File: config.mk
export PLATFORM = sky130hd
export DESIGN_NAME = prc_timer
export DESIGN_NICKNAME = d
export VERILOG_FILES = /design/src/rtl/prc_timer_pkg.sv /design/src/rtl/prc_tmr_src.sv /design/src/rtl/prc_tmr_prescale.sv /design/src/rtl/prc_tmr_counter.sv /design/src/rtl/prc_tmr_events.sv /design/src/rtl/prc_timer.sv
export SDC_FILE = /design/constraint.sdc
export NUM_CORES = 1
export LEC_CHECK = 0
export BUFFER_PORTS_ARGS = -buffer_cell sky130_fd_sc_hd__buf_2
export CAP_MARGIN = 20
export CELL_PAD_IN_SITES_DETAIL_PLACEMENT = 0
export CELL_PAD_IN_SITES_GLOBAL_PLACEMENT = 1
export CORE_UTILIZATION = 41
export CTS_BUF_LIST = sky130_fd_sc_hd__clkbuf_4 sky130_fd_sc_hd__clkbuf_8
export DETAILED_ROUTE_END_ITERATION = 10
export PLACE_DENSITY = 0.84
export REMOVE_ABC_BUFFERS = 1
export SETUP_SLACK_MARGIN = 0.1
export SLEW_MARGIN = 20
export SYNTH_ARGS = -nofsm -noshare
export SYNTH_HDL_FRONTEND = slang
export SYNTH_SLANG_ARGS = --single-unit
File: constraint.sdc
create_clock -name clk -period 2.85 [get_ports clk]
set_clock_uncertainty 0.2 [all_clocks]
set_input_delay 0.285 -clock clk [delete_from_list [all_inputs] [get_ports clk]]
set_output_delay 0.285 -clock clk [all_outputs]
set_load 0.1 [all_outputs]
File: src/rtl/prc_timer_pkg.sv
package prc_timer_pkg;

    localparam int TMR_W = 16;
    localparam int PS_W  = 8;
    localparam int EVT_N = 2;

    localparam int EVT_CAP_BIT = 0;
    localparam int EVT_REF_BIT = 1;

    typedef enum logic [1:0] {
        SRC_OFF   = 2'd0,
        SRC_SYS   = 2'd1,
        SRC_DIV16 = 2'd2,
        SRC_EXT   = 2'd3
    } clk_src_e;

    typedef enum logic [1:0] {
        ADR_MODE = 2'd0,
        ADR_REF  = 2'd1,
        ADR_CNT  = 2'd2,
        ADR_EVT  = 2'd3
    } reg_adr_e;

    // Field order defines the bit positions: [15:8] .. [0]
    typedef struct packed {
        logic [PS_W-1:0] prescale;
        logic [1:0]      cap_edge;
        logic            out_mode;
        logic            ref_ie;
        logic            restart;
        clk_src_e        src;
        logic            run;
    } mode_t;

    function automatic logic [TMR_W-1:0] evt_word(input logic [EVT_N-1:0] f);
        logic [TMR_W-1:0] w;
        w = '0;
        w[EVT_N-1:0] = f;
        return w;
    endfunction

endpackage

File: src/rtl/prc_tmr_src.sv
module prc_tmr_src
    import prc_timer_pkg::*;
#(
    parameter int DIV_W  = 4,
    parameter int SYNC_N = 2
) (
    input  logic     clk,
    input  logic     rst,
    input  logic     run,
    input  clk_src_e src,
    input  logic     ext_in,
    output logic     src_tick
);
    logic [DIV_W-1:0] div_q;
    logic [SYNC_N:0]  sync_q;
    logic             div_tick;
    logic             ext_rise;

    always_ff @(posedge clk) begin
        if (rst || !run || src != SRC_DIV16) begin
            div_q <= '0;
        end else begin
            div_q <= div_q + 1'b1;
        end
    end

    assign div_tick = &div_q;

    always_ff @(posedge clk) begin
        if (rst) begin
            sync_q <= '0;
        end else begin
            sync_q <= {sync_q[SYNC_N-1:0], ext_in};
        end
    end

    assign ext_rise = sync_q[SYNC_N-1] & ~sync_q[SYNC_N];

    always_comb begin
        src_tick = 1'b0;
        if (run) begin
            unique case (src)
                SRC_OFF:   src_tick = 1'b0;
                SRC_SYS:   src_tick = 1'b1;
                SRC_DIV16: src_tick = div_tick;
                SRC_EXT:   src_tick = ext_rise;
                default:   src_tick = 1'b0;
            endcase
        end
    end


    src_off_quiet_chk: assert property (@(posedge clk) disable iff (rst)
        (src == SRC_OFF) |-> !src_tick);

endmodule

File: src/rtl/prc_tmr_prescale.sv
module prc_tmr_prescale #(
    parameter int PS_W = 8
) (
    input  logic            clk,
    input  logic            rst,
    input  logic            run,
    input  logic            clear,
    input  logic            src_tick,
    input  logic [PS_W-1:0] ratio_m1,
    output logic            cnt_tick
);
    logic [PS_W-1:0] pre_q;
    logic            wrap;

    assign wrap     = (pre_q >= ratio_m1);
    assign cnt_tick = run && !clear && src_tick && wrap;

    always_ff @(posedge clk) begin
        if (rst || !run || clear) begin
            pre_q <= '0;
        end else if (src_tick) begin
            pre_q <= wrap ? '0 : pre_q + 1'b1;
        end
    end


    no_tick_without_src_chk: assert property (@(posedge clk) disable iff (rst)
        cnt_tick |-> src_tick);

endmodule

File: src/rtl/prc_tmr_counter.sv
module prc_tmr_counter #(
    parameter int W = 16
) (
    input  logic         clk,
    input  logic         rst,
    input  logic         run,
    input  logic         clear,
    input  logic         cnt_tick,
    input  logic         restart,
    input  logic [W-1:0] ref_val,
    output logic [W-1:0] count,
    output logic         ref_hit
);
    logic [W-1:0] cnt_q;
    logic [W-1:0] cnt_nxt;

    assign cnt_nxt = (restart && cnt_q == ref_val) ? '0 : cnt_q + 1'b1;
    assign ref_hit = cnt_tick && run && !clear && (cnt_nxt == ref_val);
    assign count   = cnt_q;

    always_ff @(posedge clk) begin
        if (rst || !run || clear) begin
            cnt_q <= '0;
        end else if (cnt_tick) begin
            cnt_q <= cnt_nxt;
        end
    end


    stopped_zero_chk: assert property (@(posedge clk) disable iff (rst)
        !run |=> (count == '0));


    hold_between_ticks_chk: assert property (@(posedge clk) disable iff (rst)
        (run && !clear && !cnt_tick) |=> $stable(count));


    restart_to_zero_chk: assert property (@(posedge clk) disable iff (rst)
        (run && !clear && cnt_tick && restart && count == ref_val) |=> (count == '0));


    write_clears_chk: assert property (@(posedge clk) disable iff (rst)
        clear |=> (count == '0));

endmodule

File: src/rtl/prc_tmr_events.sv
module prc_tmr_events
    import prc_timer_pkg::*;
(
    input  logic             clk,
    input  logic             rst,
    input  logic [EVT_N-1:0] set_v,
    input  logic [EVT_N-1:0] clr_v,
    input  logic [EVT_N-1:0] ie_v,
    output logic [EVT_N-1:0] flags,
    output logic             irq
);
    logic [EVT_N-1:0] flag_q;

    for (genvar i = 0; i < EVT_N; i++) begin : g_flag
        always_ff @(posedge clk) begin
            if (rst) begin
                flag_q[i] <= 1'b0;
            end else if (set_v[i]) begin
                flag_q[i] <= 1'b1;
            end else if (clr_v[i]) begin
                flag_q[i] <= 1'b0;
            end
        end
    end

    assign flags = flag_q;
    assign irq   = |(flag_q & ie_v);


    match_sets_flag_chk: assert property (@(posedge clk) disable iff (rst)
        set_v[EVT_REF_BIT] |=> flags[EVT_REF_BIT]);


    flag_sticky_chk: assert property (@(posedge clk) disable iff (rst)
        (flags[EVT_REF_BIT] && !clr_v[EVT_REF_BIT]) |=> flags[EVT_REF_BIT]);

endmodule

File: src/rtl/prc_timer.sv
module prc_timer
    import prc_timer_pkg::*;
#(
    parameter int DIV_W  = 4,
    parameter int SYNC_N = 2
) (
    input  logic             clk,
    input  logic             rst,
    input  logic [1:0]       reg_addr,
    input  logic             reg_we,
    input  logic [TMR_W-1:0] reg_wdata,
    output logic [TMR_W-1:0] reg_rdata,
    input  logic             ext_clk_in,
    output logic             irq
);
    mode_t            mode_q;
    logic [TMR_W-1:0] ref_q;
    logic [TMR_W-1:0] count;
    logic [EVT_N-1:0] flags;
    logic [EVT_N-1:0] set_v;
    logic [EVT_N-1:0] clr_v;
    logic [EVT_N-1:0] ie_v;
    logic             wr_mode, wr_ref, wr_cnt, wr_evt;
    logic             src_tick, cnt_tick, ref_hit;

    assign wr_mode = reg_we && (reg_adr_e'(reg_addr) == ADR_MODE);
    assign wr_ref  = reg_we && (reg_adr_e'(reg_addr) == ADR_REF);
    assign wr_cnt  = reg_we && (reg_adr_e'(reg_addr) == ADR_CNT);
    assign wr_evt  = reg_we && (reg_adr_e'(reg_addr) == ADR_EVT);

    always_ff @(posedge clk) begin
        if (rst) begin
            mode_q <= '0;
            ref_q  <= '0;
        end else begin
            if (wr_mode) mode_q <= mode_t'(reg_wdata);
            if (wr_ref)  ref_q  <= reg_wdata;
        end
    end

    prc_tmr_src #(.DIV_W(DIV_W), .SYNC_N(SYNC_N)) u_src (
        .clk      (clk),
        .rst      (rst),
        .run      (mode_q.run),
        .src      (mode_q.src),
        .ext_in   (ext_clk_in),
        .src_tick (src_tick)
    );

    prc_tmr_prescale #(.PS_W(PS_W)) u_pre (
        .clk      (clk),
        .rst      (rst),
        .run      (mode_q.run),
        .clear    (wr_cnt),
        .src_tick (src_tick),
        .ratio_m1 (mode_q.prescale),
        .cnt_tick (cnt_tick)
    );

    prc_tmr_counter #(.W(TMR_W)) u_cnt (
        .clk      (clk),
        .rst      (rst),
        .run      (mode_q.run),
        .clear    (wr_cnt),
        .cnt_tick (cnt_tick),
        .restart  (mode_q.restart),
        .ref_val  (ref_q),
        .count    (count),
        .ref_hit  (ref_hit)
    );

    always_comb begin
        set_v = '0;
        ie_v  = '0;
        set_v[EVT_REF_BIT] = ref_hit && mode_q.ref_ie;
        ie_v[EVT_REF_BIT]  = mode_q.ref_ie;
        clr_v = wr_evt ? reg_wdata[EVT_N-1:0] : '0;
    end

    prc_tmr_events u_evt (
        .clk   (clk),
        .rst   (rst),
        .set_v (set_v),
        .clr_v (clr_v),
        .ie_v  (ie_v),
        .flags (flags),
        .irq   (irq)
    );

    always_comb begin
        unique case (reg_adr_e'(reg_addr))
            ADR_MODE: reg_rdata = mode_q;
            ADR_REF:  reg_rdata = ref_q;
            ADR_CNT:  reg_rdata = count;
            ADR_EVT:  reg_rdata = evt_word(flags);
            default:  reg_rdata = '0;
        endcase
    end


    irq_drop_by_sw_chk: assert property (@(posedge clk) disable iff (rst)
        $fell(irq) |-> $past(reg_we));


    cap_flag_idle_chk: assert property (@(posedge clk) disable iff (rst)
        !flags[EVT_CAP_BIT]);

endmodule

==> results of run 1 <==
-- cell families (layout without fill, tap and decap cells) --
| group | count (synthesis) | after routing |
|---|---|---|
| buf+inv | 51 | 138 |
| flops | 64 | 64 |
| compound gates | 118 | 118 |
| mux | 18 | 18 |
| simple gates | 212 | 212 |
| fa+ha+maj | 11 | 11 |
| xor+xnor | 42 | 42 |
-- area by class of cell --
type / instances / area (µm²)
inverters: 17 / 63.81
well taps: 111 / 138.9
repair buffers: 105 / 965.9
multi-input cells: 401 / 2449
flip-flops and latches: 64 / 1290
fillers: 874 / 4035
clock buffers: 10 / 137.6
clock inverters: 6 / 116.4
-- power groups by stage --
stage / combinational [mW] / sequential [mW] / clock, mW
after floorplan: 0.126 / 0.944 / 0
after global placement: 0.229 / 0.945 / 0
after detailed placement: 0.230 / 0.946 / 0
after CTS: 0.248 / 0.925 / 1.01
after global routing: 0.273 / 0.927 / 1.06
final: 0.253 / 0.925 / 0.998
-- registers in the layout, summed over array words and instances (netlist names) --
signal	count
ref_q	16
u_cnt.count	16
mode_q	15
u_pre.pre_q	8
u_src.div_q	4
u_src.sync_q	3
ie_v	1
u_evt.flags	1
-- routing by layer --
metal	up-vias	global-route usage, %
met5	-	0
met4	0	7.692
met3	21	5.060
met2	127	40.49
met1	1886	32.52
li1	1948	-
-- cell usage after synthesis (2+ instances only) --
| library cell | n | share of area [%] |
|---|---|---|
| a21oi_1 | 52 | 6.7 |
| a221oi_1 | 2 | 0.45 |
| a22oi_1 | 3 | 0.58 |
| and3_1 | 3 | 0.48 |
| buf_2 | 6 | 0.77 |
| clkbuf_1 | 25 | 2.4 |
| dfxtp_1 | 64 | 33 |
| ha_1 | 11 | 3.5 |
| inv_1 | 17 | 1.6 |
| mux2i_1 | 17 | 4.4 |
| nand2_1 | 104 | 10 |
| nand2b_1 | 2 | 0.32 |
| nand3_1 | 15 | 1.9 |
| nand4_1 | 9 | 1.4 |
| nand4b_1 | 2 | 0.45 |
| nor2_1 | 32 | 3.1 |
| nor2b_1 | 8 | 1.3 |
| nor3_1 | 5 | 0.64 |
| nor3b_1 | 4 | 0.77 |
| nor4_1 | 10 | 1.6 |
| o211ai_1 | 2 | 0.39 |
| o21ai_0 | 31 | 4.0 |
| o21ai_1 | 11 | 1.4 |
| o22ai_1 | 2 | 0.32 |
| or2_2 | 2 | 0.32 |
| or3b_2 | 2 | 0.45 |
| or4b_1 | 2 | 0.51 |
| xnor2_1 | 21 | 4.7 |
| xor2_1 | 21 | 4.7 |
-- path summary, 6_finish.rpt --
path | startpoint | to | cells past startpoint
min reg2reg | u_src.sync_q[0]$_SDFF_PP0_ | u_src.sync_q[1]$_SDFF_PP0_ | 1
max | ref_q[6]$_SDFFE_PP0P_ | u_evt.flags[1]$_SDFFE_PP0P_ | 9
max reg2reg | ref_q[6]$_SDFFE_PP0P_ | u_evt.flags[1]$_SDFFE_PP0P_ | 9
min | reg_wdata[1] | mode_q[1]$_SDFFE_PP0P_ | 3
-- through the flow --
stage | hold slack, ps | setup slack (ps)
final | 11.02 | 59.78
after global routing | 9.715 | -24.05
after CTS | 2.334 | 66.64
after detailed placement | 230.0 | 65.60
after global placement | 225.9 | 123.8
after floorplan | 154.1 | -259.2
-- critical path: stages (launching register included) --
cell and delay, ps:
dfxtp_2 330, xor2_1 170, or4_1 510, or4_4 500, nor3_4 170, buf_6 140, a21oi_2 30, o32ai_2 240
o21ai_2 110, o41ai_2 290
-- repair_timing --
action / CTS / global route
hold buffers: 15 / 1
buffers inserted: 1 / 3
endpoints found under the setup margin: 1 / 5
hold endpoints to repair: 29 / 1
resized for setup: 5 / 15
gates cloned: 0 / 0
pin swaps: 3 / 6
==> results.cfg, run 1 <==
[outcome]
status = finished clean

[cts]
root_buffer = clkbuf_8
clk_path_buf_depth = 2
worstSkewPairLatency_ps = 350
cts_tree = done
cts_buffers = 9
h-tree-depth = 3
clkTransAtPathRegs_ps = 80
clkSinkCount = 64

[placed_design]
placed_cells = 678
portBuffers = 38
postPlaceCellArea_mm2 = 0.004656
place_congestion = 0.9264
hpwl_um = 8507

[floorplanning]
boundaryPins = 39
dieArea_mm2 = 0.009875
rows = 35
core-area_mm2 = 0.009196
start_util_pct = 42.27
die_h_um = 99.38
die_x_um = 99.38

[cells_and_area]
final_cells = 714
area_growth_pct = 32.76
fin_area_mm2 = 0.005161
final_common_cell = nand2_1
post-route-util_pct = 56.12
num-nets-final = 631
layout-drive-gt1-share_pct = 22.06
mostFrequentLayoutCells = nand2_1 (104), dfxtp_1 (57), a21oi_1 (51)
n_antenna_cell = 0

[synthesis]
synthAdderAreaFrac_pct = 3.540
ys_seq_area_share_pct = 32.96
yosysUniqueCellTypes = 60
synth_edf_count = 0
yosys.area_share.simple_pct = 26.23
yosys-mux-area-fraction_pct = 4.957
yosys_most_used_dff = dfxtp_1
syn_inst = 516
async_flop_share_pct = 0
synth_xor_area_share_pct = 9.463
synth_area_per_cell_um2 = 7.534
ys_ff_latch = 64
ys_warn_count = 0
synth_compound_area_share_pct = 17.51
syn-cell-area_mm2 = 0.003887
synth_top_family_by_area = simple AND/OR/NAND/NOR gates

[worst_setup_path]
timing.critical_path.arrival_ps = 2850
start_kind = flip-flop
worstSetupPathType = flip-flop to flip-flop
cp-end-kind = flip-flop
crit_required_ps = 2910
crit_fanout = 5
regToRegSetupSlack_ps = 60

[timing]
min_period_over_period_pct = 97.90
drv_slew = 0
worstMarginPinSlew_ps = 744.2
max_freq_ghz = 0.3584
relSlewSlack_pct = 50.24
rsz0062_at_grt = true
min_period_ps = 2790
hold_viol = 0
timing.setup.tns_ps = 0
setup_violations = 0

[pwr]
powerDensity_mw_per_mm2 = 421.6
p_total_mw = 2.176
power.switching_uw = 551.5
clockPowerShare_pct = 45.9
seq_power_share_pct = 42.5
max-vdd-ir-drop_mv = 0.2915
power.internal_mw = 1.625
leakagePower_nw = 1.935
p_comb_share_pct = 11.6
p_sw_share_pct = 25.34

[grt]
overflow = 0
antenna_found_initial = 0
grt_pass1_vias = 3818
grt_pass1_wl_um = 19030
grtUsageTotal_pct = 24.66
grt_max_degree = 37

[route]
routed-wl-met3_um = 659
drc = 0
wl_um = 11530
antenna_left = 0
num_vias = 3982
wl_per_cell_um = 16.15
first_iter_violations = 291
met2_length_um = 5337
wl_met1_um = 5318
viasPerCell = 5.577
highest_layer = met4
first_pass_iters = 5

[worst_hold_path]
hold_class = primary input to flip-flop

[job]
maxCapViolCount = 0
Note: power is estimated with default switching activity, not from simulation.
==> inputs of run 2 (changes only) <==
--- a/config.mk
+++ b/config.mk
@@ -10,4 +10,5 @@
 export CELL_PAD_IN_SITES_DETAIL_PLACEMENT = 0
 export CELL_PAD_IN_SITES_GLOBAL_PLACEMENT = 1
+export CORE_ASPECT_RATIO = 0.5
 export CORE_UTILIZATION = 41
 export CTS_BUF_LIST = sky130_fd_sc_hd__clkbuf_4 sky130_fd_sc_hd__clkbuf_8
--- a/constraint.sdc
+++ b/constraint.sdc
@@ -3,3 +3,3 @@
 set_input_delay 0.285 -clock clk [delete_from_list [all_inputs] [get_ports clk]]
 set_output_delay 0.285 -clock clk [all_outputs]
-set_load 0.1 [all_outputs]
+set_load 0.05 [all_outputs]
==> run 2 against run 1 <==
- cell count grew 0.70%
- critical endpoint unchanged
- design area shrank 5.2%
- sequential cell count is the same
- wire length shrank 1.4%
- largest cell class unchanged
- critical path type unchanged
==> results.cfg, run 2 (same netlist as run 1, synthesis figures left out) <==
[outcome]
status = finished clean

[route]
wl_um = 11370
viasPerCell = 5.409
antenna_left = 0
wl_per_cell_um = 15.82
num_vias = 3889
first_pass_iters = 5
first_iter_violations = 335
drc = 0

[floorplanning]
dieArea_mm2 = 0.009899
boundaryPins = 39
die_h_um = 70.86
core-area_mm2 = 0.008949
die_x_um = 139.7
rows = 24
start_util_pct = 43.44

[cells_and_area]
mostFrequentLayoutCells = nand2_1 (103), dfxtp_1 (56), a21oi_1 (52)
area_growth_pct = 25.88
post-route-util_pct = 54.68
num-nets-final = 631
final_common_cell = nand2_1
fin_area_mm2 = 0.004893
n_antenna_cell = 0
nFillCells = 860
layout-drive-gt1-share_pct = 21.43

[timing]
min_period_over_period_pct = 96.67
worstMarginPinSlew_ps = 688.6
timing.setup.tns_ps = 0
setup_violations = 0
relSlewSlack_pct = 53.98
rsz0062_at_grt = true
finalWorstSetupSlack_ps = 95.00
drv_slew = 0
max_freq_ghz = 0.3630
min_period_ps = 2755
hold_viol = 0

[cts]
cts_buffers = 9
h-tree-depth = 3
clkSinkCount = 64
worstSkewPairLatency_ps = 350
clk_path_buf_depth = 2
cts_tree = done
clkTransAtPathRegs_ps = 70
root_buffer = clkbuf_8

[worst_setup_path]
cp-end-kind = flip-flop
cp_slowest_cell = or4b_1
max_stage_delay_ps = 500
crit_fanout = 4
timing.critical_path.arrival_ps = 2810
start_kind = flip-flop
worstSetupPathType = flip-flop to flip-flop
crit_required_ps = 2910
regToRegSetupSlack_ps = 100
crit_chain = xor2_2 > or4b_1 > or4_4 > nor3_4 > buf_6 > a21oi_2 > o32ai_2 > o21ai_1 > o41ai_2

[pwr]
max-vdd-ir-drop_mv = 0.2261
p_total_mw = 2.000
p_comb_share_pct = 10.8
powerDensity_mw_per_mm2 = 408.8
seq_power_share_pct = 46.3
leakagePower_nw = 1.882
clockPowerShare_pct = 42.9
power.internal_mw = 1.506
p_sw_share_pct = 24.72
power.switching_uw = 494.4

[grt]
grt_max_degree = 37
antenna_found_initial = 0
grt_pass1_wl_um = 18490
overflow = 0
grt_pass1_vias = 3536
grtUsageTotal_pct = 24.05

[placed_design]
place_congestion = 0.9855
dp_slack_ps = 49.03
postPlaceCellArea_mm2 = 0.004415
portBuffers = 38
hpwl_um = 8309

[worst_hold_path]
hold_class = primary input to flip-flop

[job]
maxCapViolCount = 0
-- run 2: changes by cell type in the layout (fill, tap and decap cells not counted), sizes merged --
cell         before  now
bufinv            3    2
dlygate4sd3      16   17
clkinv            3    2
buf              89   88
clkbuf           10   11
-- run 2: cell type report --
type | instances | area (µm²) | share of cell area, %
Sequential cell | 64 | 1294 | 26.44
Clock inverter | 4 | 70.07 | 1.432
Tap cell | 117 | 146.4 | 2.992
Timing Repair Buffer | 105 | 739.5 | 15.11
Multi-Input combinational cell | 401 | 2441 | 49.88
Clock buffer | 11 | 138.9 | 2.838
Inverter | 17 | 63.81 | 1.304
-- run 2: repair_timing --
action                                  CTS  global route
endpoints found under the hold margin    30             0
resized for setup                         7            10
endpoints found under the setup margin    3             9
gates cloned                              0             0
pin swaps                                 4             6
hold buffers                             17             0
setup buffers                             4             2
-- run 2: worst paths after layout --
kind,to,from,cells after the start
max,u_evt.flags[1]$_SDFFE_PP0P_,u_cnt.count[2]$_SDFFE_PP0N_,9
min,u_evt.flags[1]$_SDFFE_PP0P_,rst,4
min reg2reg,u_src.sync_q[1]$_SDFF_PP0_,u_src.sync_q[0]$_SDFF_PP0_,1
max reg2reg,u_evt.flags[1]$_SDFFE_PP0P_,u_cnt.count[2]$_SDFFE_PP0N_,9
-- run 2: metrics by stage --
| step | std cells | hold slack, ps |
|---|---|---|
| finish | 719 | 134.9 |
| global route | 719 | 148.1 |
| CTS | 717 | 120.9 |
| detailed placement | 681 | 239.2 |
| global placement | 681 | 235.5 |
| floorplan | 482 | 154.1 |
-- run 2: critical path, delay by kind of cell (launching register included) --
| kind | cells | cell delay [ps] |
|---|---|---|
| buf+inv | 1 | 140 |
| simple gates | 3 | 1160 |
| xor+xnor | 1 | 150 |
| compound gates | 4 | 650 |
| flops | 1 | 360 |
-- run 2: routing by layer --
| metal | routed length (µm) | global-route usage [%] | vias to the layer above |
|---|---|---|---|
| met5 | 0 | 0 | - |
| met4 | 102 | 6.960 | 0 |
| met3 | 742 | 4.265 | 10 |
| met2 | 4761 | 35.72 | 100 |
| met1 | 5765 | 35.40 | 1828 |
| li1 | - | - | 1951 |
-- run 2: power groups by stage --
stage	logic, mW	registers [mW]	clock network, mW
5_1_grt	0.235	0.927	0.916
6_report	0.217	0.925	0.858
3_5_place_dp	0.193	0.946	0
3_3_place_gp	0.193	0.946	0
4_1_cts	0.213	0.925	0.875
2_1_floorplan	0.107	0.944	0
==> inputs of run 3 (changes only) <==
Settings changed: CORE_MARGIN set to 2, CTS_BUF_LIST sky130_fd_sc_hd__clkbuf_4 sky130_fd_sc_hd__clkbuf_8 to sky130_fd_sc_hd__clkbuf_8.
==> run 3 against run 2 <==
- register-to-register slack worse by 80 ps
- worst hold slack better by 5.5 ps
- sequential power about the same
- via count up 1.5%
- die area up 4.3%
- sequential share of layout area about the same
- critical endpoint unchanged
- non-clock buffer count down 1
- wire length up 4.1%
- utilization down 2.7 points
- clock power down 9.9%
- first-iteration DRC count down 18%
==> results.cfg, run 3 (same netlist as run 1, synthesis figures left out) <==
[cts]
clk_path_buf_depth = 2
h-tree-depth = 3
root_buffer = clkbuf_8
clkSinkCount = 64
cts_tree = done
cts_buffers = 9
clkTransAtPathRegs_ps = 70
worstSkewPairLatency_ps = 350

[floorplanning]
die_x_um = 141.7
rows = 25
core-area_mm2 = 0.009321
dieArea_mm2 = 0.01032
start_util_pct = 41.70
die_h_um = 72.86
boundaryPins = 39

[route]
met2_length_um = 5153
wl_per_cell_um = 16.40
viasPerCell = 5.467
first_iter_violations = 275
drc = 0
antenna_left = 0
first_pass_iters = 5
highest_layer = met4
num_vias = 3947
wl_met1_um = 5651
wl_um = 11840
routed-wl-met3_um = 867

[worst_setup_path]
timing.critical_path.arrival_ps = 2890
r2r-end = u_evt.flags[1]$_SDFFE_PP0P_
r2r_cells = 9
r2r_start = ref_q[13]$_SDFFE_PP0P_
cp-end-kind = flip-flop
start_kind = flip-flop
worstSetupPathType = flip-flop to flip-flop
crit_fanout = 3
crit_required_ps = 2900
regToRegSetupSlack_ps = 20

[timing]
min_period_ps = 2834
drv_slew = 0
setup_violations = 0
max_freq_ghz = 0.3529
holdWs_ps = 140.4
worstMarginPinSlew_ps = 681.1
timing.setup.tns_ps = 0
hold_viol = 0
min_period_over_period_pct = 99.42
rsz0062_at_grt = true
relSlewSlack_pct = 54.48

[placed_design]
hpwl_um = 8514
place_congestion = 0.8684
portBuffers = 38

[grt]
overflow = 0
grt_max_degree = 37
antenna_found_initial = 0
grt_pass1_wl_um = 18740
grtUsageTotal_pct = 23.69
grt_pass1_vias = 3638

[pwr]
power.internal_mw = 1.417
p_comb_share_pct = 11.4
leakagePower_nw = 1.864
max-vdd-ir-drop_mv = 0.2036
seq_power_share_pct = 48.3
p_sw_share_pct = 26.10
power.switching_uw = 500.4
powerDensity_mw_per_mm2 = 395.3
clockPowerShare_pct = 40.3

[worst_hold_path]
hold_path_depth = 4
min-delay-start = rst
min_to = u_evt.flags[1]$_SDFFE_PP0P_
hold_class = primary input to flip-flop

[cells_and_area]
n_antenna_cell = 0
area_growth_pct = 24.75
num-nets-final = 630
mostFrequentLayoutCells = nand2_1 (103), dfxtp_1 (63), a21oi_1 (52)
layout-drive-gt1-share_pct = 19.47
final_common_cell = nand2_1

[job]
maxCapViolCount = 0

[outcome]
status = finished clean
-- run 3: layout make-up --
| class | count | area, µm² |
|---|---|---|
| clock buffer | 10 | 137.6 |
| clock inverter | 5 | 50.05 |
| fill | 911 | 4472 |
| inverter | 17 | 63.81 |
| multi-input combinational | 401 | 2425 |
| sequential | 64 | 1282 |
| tap | 121 | 151.4 |
| timing repair buffer | 104 | 739.5 |
-- run 3: worst max-delay path by stage --
| stage | from | endpoint | slack [ps] | cells past startpoint |
|---|---|---|---|---|
| after global placement | ref_q[13]$_SDFFE_PP0P_ | u_evt.flags[1]$_SDFFE_PP0P_ | 80 | 8 |
| after CTS | ref_q[13]$_SDFFE_PP0P_ | u_evt.flags[1]$_SDFFE_PP0P_ | 10 | 9 |
| final | ref_q[13]$_SDFFE_PP0P_ | u_evt.flags[1]$_SDFFE_PP0P_ | 20 | 9 |
| after detailed placement | ref_q[13]$_SDFFE_PP0P_ | u_evt.flags[1]$_SDFFE_PP0P_ | 20 | 8 |
| after global routing | ref_q[13]$_SDFFE_PP0P_ | u_evt.flags[1]$_SDFFE_PP0P_ | -100 | 9 |
| after floorplan | u_cnt.count[6]$_SDFFE_PP0N_ | u_evt.flags[1]$_SDFFE_PP0P_ | -160 | 8 |
-- run 3: routing by layer --
| layer | up-vias | GRT usage (%) |
|---|---|---|
| met1 | 1861 | 33.53 |
| met2 | 125 | 36.46 |
| li1 | 1948 | - |
| met3 | 13 | 5.315 |
| met5 | - | 0 |
| met4 | 0 | 6.889 |
-- run 3: worst max-delay path, cell delays in order, from the launching register on --
cell     delay (ps)
dfxtp_1         320
xor2_1          160
or4_1           520
or4_4           510
nor3_4          170
buf_4           150
a21oi_2          30
o32ai_2         190
o21ai_1         130
o41ai_2         350
-- run 3: timing repair --
item                                   in CTS  in global routing
resized for setup                           1                 12
endpoints found under the hold margin      32                  0
buffers inserted                            2                  4
hold buffers                               17                  0
pin swaps                                   1                  5
setup endpoints to repair                   4                  8
-- run 3: stage by stage --
stage	instances	setup WS, ps	area, µm²	util (%)	power (mW)
floorplan	482	-158.7	3744	-	1.052
global placement	684	82.84	4413	47.34	1.136
global route	722	-102.5	4850	52.03	1.997
finish	722	16.45	4850	52.03	1.917
detailed placement	684	16.37	4413	47.34	1.139
CTS	718	10.38	4792	51.41	1.934
-- run 3: power groups by stage --
stage,registers [mW],clock network (mW),logic (mW)
after floorplan,0.944,0,0.107
after global placement,0.945,0,0.191
after detailed placement,0.946,0,0.192
after CTS,0.926,0.796,0.212
after global routing,0.928,0.834,0.236
final,0.926,0.773,0.218
